$ cat src/rtl/fb_fetch_pkg.sv
package fb_fetch_pkg;
    parameter int FF_ADDR_W  = 32;
    parameter int FF_PITCH_W = 16;
    parameter int FF_WORDS_W = 10;
    parameter int FF_LINES_W = 12;
    parameter int FF_LVL_W   = 8;
    parameter int FF_WORD_BYTES_LOG2 = 4;

    typedef enum logic [1:0] {
        PIXFMT_NONE  = 2'd0,
        PIXFMT_16    = 2'd1,
        PIXFMT_32    = 2'd2,
        PIXFMT_RSVD  = 2'd3
    } pix_fmt_e;

    typedef struct packed {
        logic [FF_PITCH_W-1:0] pitch;
        logic [FF_WORDS_W-1:0] words;
        logic [FF_LINES_W-1:0] lines;
    } frame_geom_t;

    function automatic logic fmt_supported(input logic [1:0] code);
        return (code == PIXFMT_16) || (code == PIXFMT_32);
    endfunction
endpackage

$ cat src/rtl/fb_fill_gate.sv
module fb_fill_gate
    import fb_fetch_pkg::*;
#(
    parameter int LVL_W = FF_LVL_W
) (
    input  logic             clk,
    input  logic             rst,
    input  logic             active,
    input  logic [LVL_W-1:0] level,
    input  logic [LVL_W-1:0] refill_mark,
    input  logic [LVL_W-1:0] stop_mark,
    output logic             grant
);
    logic running_q;
    logic resume_now;
    logic below_stop;

    always_comb begin
        resume_now = running_q || (level <= refill_mark);
        below_stop = (level < stop_mark);
        grant      = active && resume_now && below_stop;
    end

    always_ff @(posedge clk) begin
        if (rst || !active) begin
            running_q <= 1'b0;
        end else begin
            running_q <= resume_now && below_stop;
        end
    end
endmodule

$ cat src/rtl/fb_line_seq.sv
module fb_line_seq
    import fb_fetch_pkg::*;
#(
    parameter int ADDR_W  = FF_ADDR_W,
    parameter int WORDS_W = FF_WORDS_W,
    parameter int LINES_W = FF_LINES_W,
    parameter int WB_LOG2 = FF_WORD_BYTES_LOG2
) (
    input  logic              clk,
    input  logic              rst,
    input  logic              start,
    input  logic [ADDR_W-1:0] base_in,
    input  frame_geom_t       geom_in,
    input  logic              fmt_ok,
    input  logic              advance,
    output logic              busy,
    output logic [ADDR_W-1:0] word_addr
);
    localparam int OFS_W = WORDS_W + WB_LOG2;

    frame_geom_t        geom_q;
    logic [ADDR_W-1:0]  line_addr_q;
    logic [WORDS_W-1:0] word_idx_q;
    logic [LINES_W-1:0] line_idx_q;
    logic               last_word;
    logic               last_line;
    logic [OFS_W-1:0]   byte_ofs;

    always_comb begin
        last_word = (word_idx_q == geom_q.words - 1'b1);
        last_line = (line_idx_q == geom_q.lines - 1'b1);
        byte_ofs  = {word_idx_q, {WB_LOG2{1'b0}}};
        word_addr = line_addr_q + ADDR_W'(byte_ofs);
    end

    always_ff @(posedge clk) begin
        if (rst) begin
            busy        <= 1'b0;
            geom_q      <= '0;
            line_addr_q <= '0;
            word_idx_q  <= '0;
            line_idx_q  <= '0;
        end else if (start) begin
            geom_q      <= geom_in;
            line_addr_q <= base_in;
            word_idx_q  <= '0;
            line_idx_q  <= '0;
            busy        <= fmt_ok && (geom_in.words != '0) && (geom_in.lines != '0);
        end else if (busy && advance) begin
            if (last_word) begin
                word_idx_q  <= '0;
                line_addr_q <= line_addr_q + ADDR_W'(geom_q.pitch);
                if (last_line) begin
                    busy <= 1'b0;
                end else begin
                    line_idx_q <= line_idx_q + 1'b1;
                end
            end else begin
                word_idx_q <= word_idx_q + 1'b1;
            end
        end
    end
endmodule

$ cat src/rtl/fb_fetch_agen.sv
module fb_fetch_agen
    import fb_fetch_pkg::*;
#(
    parameter int ADDR_W  = FF_ADDR_W,
    parameter int PITCH_W = FF_PITCH_W,
    parameter int WORDS_W = FF_WORDS_W,
    parameter int LINES_W = FF_LINES_W,
    parameter int LVL_W   = FF_LVL_W
) (
    input  logic               clk,
    input  logic               rst,
    input  logic               frame_start,
    input  logic [ADDR_W-1:0]  cfg_base,
    input  logic [PITCH_W-1:0] cfg_pitch,
    input  logic [WORDS_W-1:0] cfg_words,
    input  logic [LINES_W-1:0] cfg_lines,
    input  logic [1:0]         cfg_fmt,
    input  logic [LVL_W-1:0]   thr_refill,
    input  logic [LVL_W-1:0]   thr_stop,
    input  logic [LVL_W-1:0]   fifo_level,
    output logic               req_valid,
    input  logic               req_ready,
    output logic [ADDR_W-1:0]  req_addr,
    output logic               frame_busy,
    output logic               pix32
);
    frame_geom_t geom_in;
    logic        fmt_ok;
    logic        grant;
    logic        take;

    always_comb begin
        geom_in.pitch = cfg_pitch;
        geom_in.words = cfg_words;
        geom_in.lines = cfg_lines;
        fmt_ok        = fmt_supported(cfg_fmt);
        req_valid     = grant;
        take          = grant && req_ready && !frame_start;
    end

    always_ff @(posedge clk) begin
        if (rst) begin
            pix32 <= 1'b0;
        end else if (frame_start) begin
            pix32 <= (cfg_fmt == PIXFMT_32);
        end
    end

    fb_line_seq #(
        .ADDR_W (ADDR_W),
        .WORDS_W(WORDS_W),
        .LINES_W(LINES_W),
        .WB_LOG2(FF_WORD_BYTES_LOG2)
    ) u_seq (
        .clk      (clk),
        .rst      (rst),
        .start    (frame_start),
        .base_in  (cfg_base),
        .geom_in  (geom_in),
        .fmt_ok   (fmt_ok),
        .advance  (take),
        .busy     (frame_busy),
        .word_addr(req_addr)
    );

    fb_fill_gate #(
        .LVL_W(LVL_W)
    ) u_gate (
        .clk        (clk),
        .rst        (rst),
        .active     (frame_busy),
        .level      (fifo_level),
        .refill_mark(thr_refill),
        .stop_mark  (thr_stop),
        .grant      (grant)
    );
endmodule


$ cat config.mk
export PLATFORM = sky130hd
export DESIGN_NAME = fb_fetch_agen
export DESIGN_NICKNAME = d
export VERILOG_FILES = /design/src/rtl/fb_fetch_pkg.sv /design/src/rtl/fb_fill_gate.sv /design/src/rtl/fb_line_seq.sv /design/src/rtl/fb_fetch_agen.sv
export SDC_FILE = /design/constraint.sdc
export NUM_CORES = 1
export LEC_CHECK = 0
export ABC_AREA = 0
export CELL_PAD_IN_SITES_DETAIL_PLACEMENT = 1
export CELL_PAD_IN_SITES_GLOBAL_PLACEMENT = 2
export CORE_ASPECT_RATIO = 0.7
export CORE_MARGIN = 3
export CORE_UTILIZATION = 35
export DETAILED_ROUTE_END_ITERATION = 8
export DONT_BUFFER_PORTS = 1
export GPL_TIMING_DRIVEN = 1
export HOLD_SLACK_MARGIN = 0.06
export MAX_ROUTING_LAYER = met4
export PLACE_DENSITY_LB_ADDON = 0.1
export SETUP_SLACK_MARGIN = 0.5
export SLEW_MARGIN = 20
export SYNTH_ARGS = -nofsm -noshare
export SYNTH_HDL_FRONTEND = slang
export SYNTH_SLANG_ARGS = --single-unit
$ cat constraint.sdc
create_clock -name clk -period 4.4 [get_ports clk]
set_input_delay 0.88 -clock clk [delete_from_list [all_inputs] [get_ports clk]]
set_output_delay 0.88 -clock clk [all_outputs]
set_load 0.05 [all_outputs]
==> impl_metrics.env <==
export IMPL_grt_max_degree=72
export IMPL_clock_path_buffers=2
export IMPL_wl_per_cell_um=21.2
export IMPL_hold_ws_ps=497
export IMPL_synth_async_reset_ratio=0
export IMPL_fin_area_um2=7950
export IMPL_io_pins=135
export IMPL_leakage_nw=3.30
export IMPL_ir_worst_vdd_mv=0.211
export IMPL_finalSetupViolCount=0
export IMPL_drt_wl_total_um=24100
export IMPL_cts_tree="yes"
export IMPL_timing_critical_path_buf_inv=3
export IMPL_vias=6518
export IMPL_cp_max_fo=9
export IMPL_p_sw_uw=703
export IMPL_cpPeakStageDelay_ps=500
export IMPL_rsz0062_at_grt="yes"
export IMPL_syn_nets=1008
export IMPL_dpl_cell_count=1116
export IMPL_finalHoldViolCount=0
export IMPL_min_period_ps=3790
export IMPL_routabilityCongestion=0.869
export IMPL_path_common_cell="buf_4"
export IMPL_slowest_stage="dfxtp_1"
export IMPL_busiest_layer="met1"
export IMPL_fmax_mhz=264
export IMPL_portBuffers=0
export IMPL_p_per_area_nw_per_um2=289
export IMPL_h_tree_depth=3
export IMPL_rows=42
export IMPL_antenna_found_initial=1
export IMPL_fin_ws_ps=613
export IMPL_via_per_inst=5.74
export IMPL_critPathLaunchType="flip-flop"
export IMPL_intPower_mw=1.60
export IMPL_dieArea_um2=21900
export IMPL_syn_cell_area_um2=7050
export IMPL_dr_pass1_iters=5
export IMPL_cts_root_buf="clkbuf_16"
export IMPL_cts_buffers=9
export IMPL_ctsHoldBuffers=0
export IMPL_fin_skew_ps=7.09
export IMPL_grt_util_met2=0.314
export IMPL_die_h_um=125
export IMPL_place_ws_ps=355
export IMPL_clock_sinks=95
export IMPL_crit_family="compound AO/OA/AOI/OAI gates"
export IMPL_required_ps=3520
export IMPL_cap_violations=0
export IMPL_final_common_cell="nor2_1"
export IMPL_worstMarginPinSlew_ps=1040
export IMPL_synth_edf_count=0
export IMPL_ant_nets=0
export IMPL_final_cell_mix="nor2_1 (98), dfxtp_1 (89), nand2_1 (57), mux2i_1 (50), ha_1 (46)"
export IMPL_syn_inst=860
export IMPL_worstSetupPathType="reg -> out"
export IMPL_hold_path_class="reg -> reg"
export IMPL_min_period_over_period=0.861
export IMPL_start_util=0.364
export IMPL_yosys_warnings=0
export IMPL_max_slew_margin=0.304
export IMPL_synth_area_per_cell_um2=8.20
export IMPL_synth_flop_cell="dfxtp_1"
export IMPL_die_w_um=176
export IMPL_p_clk_frac=0.378
export IMPL_cp_end_kind="output port"
export IMPL_ys_seq_elements=95
export IMPL_gr_total_overflow=0
export IMPL_synthDistinctLibCells=75
export IMPL_met3_usage=0.0424
export IMPL_stdcell_count=1135
export IMPL_dpl_hpwl_um=18500
export IMPL_drc=0
export IMPL_arrival_ps=2910
export IMPL_area_growth_pct=12.8
export IMPL_drive_gt1_frac=0.121
export IMPL_grt_pass1_vias=6580
export IMPL_core_area_um2=19300
export IMPL_grt_util_all_layers=0.224
export IMPL_cts_clk_slew_worst_paths_ps=70
export IMPL_p_sw_frac=0.306
export IMPL_tns_ps=0
export IMPL_drtIter0Drc=446
export IMPL_status="completed"
export IMPL_combPwrFrac=0.201
export IMPL_clk_latency_ps=350
export IMPL_fin_nets=1014
export IMPL_placed_area_um2=7500
export IMPL_drv_slew=0
export IMPL_grt_pass1_wl_um=38400
export IMPL_seqPwrFrac=0.421
export IMPL_use_met1=0.338
export IMPL_synth_seq_area_share=0.270
export IMPL_worstPathCellList="ha_1 > or2_2 > a21oi_1 > a31oi_4 > buf_4 > buf_4 > a21o_1 > a21oi_1 > xnor2_1 > buf_4"
kinds of logic after synthesis:
| logic type | after synthesis | share of synthesized area |
|---|---|---|
| compound gates | 184 | 0.192 |
| xor+xnor | 70 | 0.0870 |
| fa+ha+maj | 48 | 0.0873 |
| buf+inv | 84 | 0.0499 |
| flops | 95 | 0.270 |
| mux | 50 | 0.0710 |
| simple gates | 329 | 0.243 |
flip-flops by register name, indices dropped and copies added, names as in the netlist:
name	count
u_seq.geom_q	38
pix32	1
u_seq.line_addr_q	32
u_seq.line_idx_q	12
u_seq.busy	1
u_gate.running_q	1
u_seq.word_idx_q	10
stage by stage:
stage               power [mW]  utilization
floorplan                 1.34            -
global placement          1.42        0.388
detailed placement        1.44        0.388
CTS                       2.31        0.408
global route              2.40        0.411
finish                    2.30        0.411
worst paths after layout:
path	endpoint	slack, ps	depth (start not counted)	startpoint
worst min register to register	u_seq.line_idx_q[11]$_SDFFE_PP0P_	500	2	u_seq.line_idx_q[11]$_SDFFE_PP0P_
worst max-delay path	req_addr[14]	610	10	u_seq.word_idx_q[6]$_SDFFE_PP0P_
worst min-delay path	u_seq.line_idx_q[11]$_SDFFE_PP0P_	500	2	u_seq.line_idx_q[11]$_SDFFE_PP0P_
worst max register to register	u_seq.line_addr_q[24]$_SDFFE_PP0P_	1070	9	u_seq.geom_q[12]$_SDFFE_PP0P_
power by group through the flow:
stage | registers [mW] | clock network, mW | logic (mW)
floorplan | 0.957 | 0 | 0.378
global placement | 0.985 | 0 | 0.440
detailed placement | 0.987 | 0 | 0.456
CTS | 0.967 | 0.887 | 0.460
global route | 0.974 | 0.924 | 0.507
finish | 0.968 | 0.869 | 0.461
cell usage after synthesis, types with 5 or more instances:
cell | count | share of area
o221a_2 | 7 | 0.011
and3_1 | 16 | 0.014
a21oi_1 | 39 | 0.028
nor2b_1 | 6 | 0.0053
buf_4 | 5 | 0.0053
nand3_1 | 26 | 0.018
a211o_1 | 5 | 0.0062
dfxtp_1 | 95 | 0.27
a31oi_1 | 11 | 0.0098
or4_1 | 11 | 0.012
buf_2 | 7 | 0.0050
and4_1 | 6 | 0.0075
a21o_1 | 8 | 0.0085
o31ai_1 | 7 | 0.0075
clkbuf_1 | 28 | 0.015
mux2i_1 | 50 | 0.071
o21ai_0 | 21 | 0.015
or2_2 | 7 | 0.0062
nor2_1 | 100 | 0.053
o21a_1 | 9 | 0.0096
xnor2_1 | 33 | 0.041
a311oi_1 | 13 | 0.016
nor4_1 | 11 | 0.0098
ha_1 | 46 | 0.082
nor3_1 | 19 | 0.013
nand2b_1 | 8 | 0.0071
xor2_1 | 37 | 0.046
a2111oi_0 | 6 | 0.0075
nand4_1 | 22 | 0.020
or3_1 | 15 | 0.013
a211oi_1 | 11 | 0.012
nand2_1 | 57 | 0.030
inv_1 | 37 | 0.020
and2_1 | 7 | 0.0062
what timing repair did:
action,CTS,global route
pin swaps,1,3
setup buffers,1,2
endpoints found under the hold margin,0,0
gates resized for setup,16,13
endpoints found under the setup margin,6,14
layout make-up:
cell class / count / area, um2
tap: 264 / 330
multi-input combinational: 681 / 4920
clock buffer: 11 / 243
antenna: 1 / 2.50
clock inverter: 4 / 70.1
timing repair buffer: 41 / 324
inverter: 38 / 143
fill: 2339 / 11400
sequential: 95 / 1910
worst register-to-register path, delay by kind of cell, from the launching register on:
family          cells  cell delay (ps)
compound gates      3              830
xor+xnor            1              140
fa+ha+maj           1              270
buf+inv             1               90
flops               1              510
simple gates        3             1400
routing by layer:
metal  vias up  part of all wire  routed length, um
li1       3173                 -                  -
met1      3196              0.53              12900
met2       136              0.41               9850
met3        13             0.047               1120
met4         0            0.0091                218
met5         -                 0                  0
Note: power is estimated with default switching activity, not from simulation.
